==> src/rtl/cmd_stream_pkg.sv <==
package cmd_stream_pkg;
  localparam logic [7:0] BYTE_PREFIX  = 8'hAF;
  localparam logic [7:0] CODE_REGWR   = 8'h20;
  localparam logic [7:0] CODE_COPY    = 8'h6A;
  localparam logic [7:0] GATE_INDEX   = 8'hFF;
  localparam logic [7:0] GATE_CLOSE   = 8'h00;
  localparam logic [7:0] GATE_OPEN    = 8'hFF;
  localparam int         COPY_PAYLOAD = 7;
  localparam int         CNT_W        = $clog2(COPY_PAYLOAD);

  typedef enum logic [2:0] {
    PS_PREFIX,
    PS_CODE,
    PS_INDEX,
    PS_VALUE,
    PS_COPY
  } parse_state_e;

  typedef struct packed {
    logic [23:0] src;
    logic [7:0]  count;
    logic [23:0] dst;
  } copy_desc_t;
endpackage

==> src/rtl/cmd_parser.sv <==
module cmd_parser
  import cmd_stream_pkg::*;
(
  input  logic       clk,
  input  logic       rst,
  input  logic       in_valid,
  input  logic [7:0] in_data,
  output logic       wr_en,
  output logic [7:0] wr_idx,
  output logic [7:0] wr_val,
  output logic       copy_valid,
  output copy_desc_t copy_desc,
  output logic       err
);
  parse_state_e        state_q;
  logic [CNT_W-1:0]    cnt_q;
  logic [7:0]          idx_q;
  logic [COPY_PAYLOAD*8-1:0] pay_q;

  always_ff @(posedge clk) begin
    if (rst) begin
      state_q    <= PS_PREFIX;
      cnt_q      <= '0;
      idx_q      <= '0;
      pay_q      <= '0;
      wr_en      <= 1'b0;
      wr_idx     <= '0;
      wr_val     <= '0;
      copy_valid <= 1'b0;
      err        <= 1'b0;
    end else begin
      wr_en      <= 1'b0;
      copy_valid <= 1'b0;
      if (in_valid) begin
        case (state_q)
          PS_PREFIX: begin
            if (in_data == BYTE_PREFIX) state_q <= PS_CODE;
            else err <= 1'b1;
          end
          PS_CODE: begin
            if (in_data == CODE_REGWR) begin
              state_q <= PS_INDEX;
            end else if (in_data == CODE_COPY) begin
              state_q <= PS_COPY;
              cnt_q   <= '0;
            end else if (in_data == BYTE_PREFIX) begin
              state_q <= PS_CODE;
            end else begin
              err     <= 1'b1;
              state_q <= PS_PREFIX;
            end
          end
          PS_INDEX: begin
            idx_q   <= in_data;
            state_q <= PS_VALUE;
          end
          PS_VALUE: begin
            wr_en   <= 1'b1;
            wr_idx  <= idx_q;
            wr_val  <= in_data;
            state_q <= PS_PREFIX;
          end
          PS_COPY: begin
            pay_q <= {pay_q[COPY_PAYLOAD*8-9:0], in_data};
            if (cnt_q == CNT_W'(COPY_PAYLOAD - 1)) begin
              copy_valid <= 1'b1;
              state_q    <= PS_PREFIX;
            end else begin
              cnt_q <= cnt_q + 1'b1;
            end
          end
          default: state_q <= PS_PREFIX;
        endcase
      end
    end
  end

  assign copy_desc = copy_desc_t'(pay_q);

  // a copy needs nine bytes, so its strobe can never repeat back to back
  assert_copy_single_R5: assert property (@(posedge clk) disable iff (rst)
    copy_valid |=> !copy_valid);
  // a register write needs four bytes
  assert_write_single_R2: assert property (@(posedge clk) disable iff (rst)
    wr_en |=> !wr_en);
  assert_err_sticky_R7: assert property (@(posedge clk) disable iff (rst)
    err |=> err);
endmodule

==> src/rtl/reg_bank.sv <==
module reg_bank
  import cmd_stream_pkg::*;
#(
  parameter int NUM_REGS = 64
) (
  input  logic                  clk,
  input  logic                  rst,
  input  logic                  wr_en,
  input  logic [7:0]            wr_idx,
  input  logic [7:0]            wr_val,
  output logic [NUM_REGS*8-1:0] active_flat,
  output logic                  commit_q
);
  localparam int IDX_W = $clog2(NUM_REGS);

  logic [7:0] shadow_q [NUM_REGS];
  logic [7:0] active_q [NUM_REGS];
  logic       locked_q;
  logic       in_range;

  assign in_range = int'(wr_idx) < NUM_REGS;

  always_ff @(posedge clk) begin
    if (rst) begin
      locked_q <= 1'b0;
      commit_q <= 1'b0;
      for (int i = 0; i < NUM_REGS; i++) begin
        shadow_q[i] <= '0;
        active_q[i] <= '0;
      end
    end else begin
      commit_q <= 1'b0;
      if (wr_en) begin
        if (wr_idx == GATE_INDEX) begin
          if (wr_val == GATE_CLOSE) begin
            locked_q <= 1'b1;
          end else if (wr_val == GATE_OPEN) begin
            locked_q <= 1'b0;
            commit_q <= 1'b1;
            for (int i = 0; i < NUM_REGS; i++) active_q[i] <= shadow_q[i];
          end
        end else if (in_range) begin
          shadow_q[wr_idx[IDX_W-1:0]] <= wr_val;
          if (!locked_q) active_q[wr_idx[IDX_W-1:0]] <= wr_val;
        end
      end
    end
  end

  for (genvar g = 0; g < NUM_REGS; g++) begin : g_flat
    assign active_flat[g*8 +: 8] = active_q[g];
  end

  assert_locked_hold_R3: assert property (@(posedge clk) disable iff (rst)
    locked_q |=> ($stable(active_flat) || commit_q));
  assert_commit_unlocks_R4: assert property (@(posedge clk) disable iff (rst)
    commit_q |-> !locked_q);
  assert_commit_single_R4: assert property (@(posedge clk) disable iff (rst)
    commit_q |=> !commit_q);
endmodule

==> src/rtl/cmd_stream_decoder.sv <==
module cmd_stream_decoder
  import cmd_stream_pkg::*;
#(
  parameter int NUM_REGS = 64
) (
  input  logic                  clk,
  input  logic                  rst,
  input  logic                  in_valid,
  input  logic [7:0]            in_data,
  output logic                  in_ready,
  output logic [NUM_REGS*8-1:0] active_regs,
  output logic                  commit_pulse,
  output logic                  proto_err,
  output logic                  copy_valid,
  output logic [23:0]           copy_src,
  output logic [7:0]            copy_count,
  output logic [23:0]           copy_dst,
  output logic [23:0]           base16_addr,
  output logic [23:0]           base8_addr,
  output logic                  depth_is_16
);
  localparam int REG_DEPTH = 8'h00;
  localparam int REG_B16   = 8'h20;
  localparam int REG_B8    = 8'h26;

  logic       wr_en;
  logic [7:0] wr_idx;
  logic [7:0] wr_val;
  copy_desc_t desc;

  cmd_parser parser_i (
    .clk        (clk),
    .rst        (rst),
    .in_valid   (in_valid),
    .in_data    (in_data),
    .wr_en      (wr_en),
    .wr_idx     (wr_idx),
    .wr_val     (wr_val),
    .copy_valid (copy_valid),
    .copy_desc  (desc),
    .err        (proto_err)
  );

  reg_bank #(.NUM_REGS(NUM_REGS)) bank_i (
    .clk         (clk),
    .rst         (rst),
    .wr_en       (wr_en),
    .wr_idx      (wr_idx),
    .wr_val      (wr_val),
    .active_flat (active_regs),
    .commit_q    (commit_pulse)
  );

  assign in_ready    = 1'b1;
  assign copy_src    = desc.src;
  assign copy_count  = desc.count;
  assign copy_dst    = desc.dst;
  assign base16_addr = {active_regs[REG_B16*8 +: 8], active_regs[(REG_B16+1)*8 +: 8],
                        active_regs[(REG_B16+2)*8 +: 8]};
  assign base8_addr  = {active_regs[REG_B8*8 +: 8], active_regs[(REG_B8+1)*8 +: 8],
                        active_regs[(REG_B8+2)*8 +: 8]};
  assign depth_is_16 = (active_regs[REG_DEPTH*8 +: 8] == 8'h00);
endmodule

==> config.mk <==
export PLATFORM = sky130hd
export DESIGN_NAME = cmd_stream_decoder
export DESIGN_NICKNAME = d
export VERILOG_FILES = /design/src/rtl/cmd_stream_pkg.sv /design/src/rtl/cmd_parser.sv /design/src/rtl/reg_bank.sv /design/src/rtl/cmd_stream_decoder.sv
export SDC_FILE = /design/constraint.sdc
export NUM_CORES = 2
export LEC_CHECK = 0
export BUFFER_PORTS_ARGS = -buffer_cell sky130_fd_sc_hd__buf_2
export CORE_MARGIN = 1
export CORE_UTILIZATION = 40
export CTS_CLUSTER_DIAMETER = 60
export DETAILED_ROUTE_END_ITERATION = 8
export SETUP_SLACK_MARGIN = 0.02
export SLEW_MARGIN = 20
export SYNTH_ARGS = -nofsm -noshare
export SYNTH_HDL_FRONTEND = slang
export SYNTH_SLANG_ARGS = --single-unit
==> constraint.sdc <==
create_clock -name clk -period 6.4 [get_ports clk]
set_input_delay 0.64 -clock clk [delete_from_list [all_inputs] [get_ports clk]]
set_output_delay 0.64 -clock clk [all_outputs]
set_load 0.01 [all_outputs]
==> summary.md <==
| Metric | Value |
|---|---|
| Sw Share | `a little over a fifth` |
| # clock sinks | `about 1100` |
| Initial core utilization | `between 40% and 50%` |
| Placed Area | `~51000 um2` |
| Number of synthesized flops with an enable pin | `approximately 1000` |
| Vias per inst | `approximately 5.2` |
| Yosys warns | `0` |
| Ys async rst share | `0%` |
| Post-CTS Setup Inserts | `0` |
| Worst Path Class, Setup | `in2reg` |
| Mux cell area share after synthesis | `just under 5%` |
| Int Pwr | `around 12 mW` |
| Top Ports | `632` |
| Clk pwr share | `~43%` |
| Layout Skew | `0.0514 ns` |
| Hold Path Class | `in2reg` |
| Unrepaired setup endpoints after global routing | `no` |
| Num rows | `125` |
| Antenna Nets Post-Route | `0` |
| Worst slew pin tran | `~1.1 ns` |
| Critical Path RT | `between 6 and 7 ns` |
| Busiest grt layer | `met2` |
| Critical Path AT | `approximately 4.0 ns` |
| H-tree lvl count | `3` |
| Post-synthesis simple-gate area fraction | `about 15%` |
| Share of layout cells above drive strength 1 | `between 20% and 30%` |
| Psw | `approximately 3.3 mW` |
| Area share of the largest cell type after synthesis | `about two thirds` |
| Initial antenna violation count | `1` |
| Leak | `approximately 22 nW` |
| Synthesized area | `roughly 47000 um2` |
| Root buffer cell | `clkbuf_16` |
| Total CTS buffers | `roughly 120` |
| Grt ovf | `0` |
| Yosys reg bits | `roughly 1100` |
| Leading area contributor after synthesis | `edfxtp_1` |
| Core Region | `between 100000 and 150000 um2` |
| Cells taking the most area after synthesis | `edfxtp_1, a22o_1, and2_1, mux2_2, dfxtp_1` |
| XOR/XNOR share of the synthesized area | `0%` |
| Post-layout min period | `between 3 and 4 ns` |
| Slew Limit Fails | `0` |
| Comb pwr share | `under 10%` |
| HPWL after DPL | `about 81000 um` |
| Crit Reg-Reg Startpoint | `parser_i.wr_idx[6]$_SDFFE_PP0P_` |
| Crit end category | `flip-flop` |
| Netlist cell types | `52` |
| Post-route design area | `roughly 55000 um2` |
| Post-CTS sizing | `0` |
| Final Net Count | `between 3000 and 4000` |
| Outcome | `finished, final reports clean` |
| CTS tree | `done` |
| Crit path from | `rst` |
| Avg Cell Area, Syn | `around 14 um2` |
| Die width | `345 um` |
| Drt wl/cell | `around 23 um` |
| Area grow syn2layout | `16.7%` |
| # DRC | `0` |
| Net Count, Synth | `around 3400` |
| DRT iter0 DRCs | `around 2200` |
| Largest family of logic cells by synthesized area | `simple AND/OR/NAND/NOR gates` |
| Top_reg_cell synth | `edfxtp_1` |
| TritonRoute pass-1 iters | `7` |
| Fin crit share | `between 50% and 60%` |
| Setup TNS | `0 ns` |
| Top cells by count, synth | `edfxtp_1, and2_1, a22o_1` |
| Mapped Cells | `between 3000 and 4000` |
| MaxCap Viol Count | `0` |
| Reg clk slew, reported paths | `0.06 ns` |
| Most frequent cell after synthesis | `edfxtp_1` |
| Longest Clk Path Bufs | `3` |
| Die ar. | `around 120000 um2` |
| Hold-fix buffers at CTS | `0` |
| Power Dens Cells | `roughly 280 nW/um2` |
| Vias | `28400` |
| VDD IR max | `0.257 mV` |
| Clk Latency, worst-skew pair | `0.71 ns` |
| Final Setup Violations | `0` |
| Post-Synth Adder-Cell Area | `0.0531%` |
| Hold path startpoint | `in_data[5]` |
| Filler cells | `~10000` |
| Final RePlAce weighted congestion | `0.801` |
| M1 GR Usage | `between 20% and 30%` |
| Sequential cell area fraction in the yosys report | `69.2%` |
| Startpoint types | `primary input` |
| Max Fanout on Critical Path | `84` |
| Synth Area in Compound Gates | `under 10%` |
| Vias in the first global route | `~28000` |
| Slew HR | `between 20% and 30%` |
| Total GRT Usage | `approximately a fifth` |
| Met3 Use GR | `between 4 and 5%` |
| Hold Fails Final Rpt | `0` |
| Met2 GRT Util | `34.8%` |
| First-pass GRT wire length | `approximately 190000 um` |
| Pin count of the biggest net entering global routing | `198` |
| Post-Route WL | `around 130000 um` |
| Flop pwr share | `a little over half` |
| Number of port buffers | `630` |
| Die height | `345 um` |
| Max Fclk | `around 270 MHz` |
routing by layer:
metal	wire, um	part of all wire, %
met5	0	0
met4	3710	2.9
met3	8130	6.4
met2	61900	48
met1	53900	42
kinds of logic after synthesis:
kind of cell | Yosys count
compound gates | 472
buf+inv | 332
fa+ha+maj | 2
other cells | 1
simple gates | 1238
flops | 1115
mux | 203
registers in the layout, indices dropped and copies added, names as in the netlist:
register             flops
bank_i.active_q        512
bank_i.shadow_q        512
parser_i.copy_desc      56
parser_i.idx_q           8
parser_i.wr_idx          8
parser_i.wr_val          8
parser_i.cnt_q           3
parser_i.state_q         3
bank_i.commit_q          1
bank_i.locked_q          1
parser_i.copy_valid      1
parser_i.err             1
parser_i.wr_en           1
cells in the final DEF, fill, tap and decap left out, drive strengths merged, types with 5 or more instances in the layout:
master and n:
o21ai 96, a21oi 76, or2 45, nor3 12
buf 676, dfxtp 91, nand2b 58, nor2b 196
and2 355, clkbuf 148, nand2 201, nor3b 5
inv 8, mux2i 8, mux2 195, nor2 118
bufinv 5, a22o 270, and3 162, a21o 21
nand3 60, clkinv 61, edfxtp 1024
layout make-up:
type                       instances  area [um2]  share of cell area [%]
clock inverter                    75         577                    1.05
tap                             1524        1910                    3.47
inverter                           3        11.3                  0.0205
multi-input combinational       1916       13100                    23.9
antenna                            3        7.51                  0.0137
clock buffer                     148        3180                    5.79
sequential                      1115       32600                    59.3
timing repair buffer             676        3550                    6.45
path summary, 6_finish.rpt:
check	to	slack, ns	cells past startpoint
max	bank_i.active_q[57][5]$_DFFE_PP_	2.71	5
min	parser_i.wr_val[5]$_SDFFE_PP0P_	0.24	3
max reg2reg	bank_i.active_q[57][5]$_DFFE_PP_	2.72	4
min reg2reg	parser_i.copy_desc[48]$_SDFFE_PP0P_	0.45	2
power groups by stage:
stage / clock network, mW / registers [mW] / logic [mW]
3_3_place_gp: 0 / 8.44 / 0.560
5_1_grt: 6.99 / 8.31 / 0.603
3_5_place_dp: 0 / 8.44 / 0.565
2_1_floorplan: 0 / 8.48 / 0.247
4_1_cts: 6.71 / 8.29 / 0.567
6_report: 6.58 / 8.29 / 0.560
through the flow:
step,power (mW),hold WS [ns],instances,worst slack (ns),utilization (%)
floorplan,8.73,0.431,3363,3.41,-
global placement,9.00,0.444,5234,2.08,43.9
detailed placement,9.01,0.444,5234,1.96,43.9
CTS,15.6,0.178,5457,2.64,47.1
global route,15.9,0.193,5457,2.50,47.1
finish,15.4,0.237,5460,2.71,47.1
critical path, cell delays in order:
cell     delay [ns]
buf_8          0.23
or3b_1         0.56
or4b_4         0.91
buf_4          0.54
o21ai_0        0.97
No activity file was read; power rests on OpenSTA's default activity.
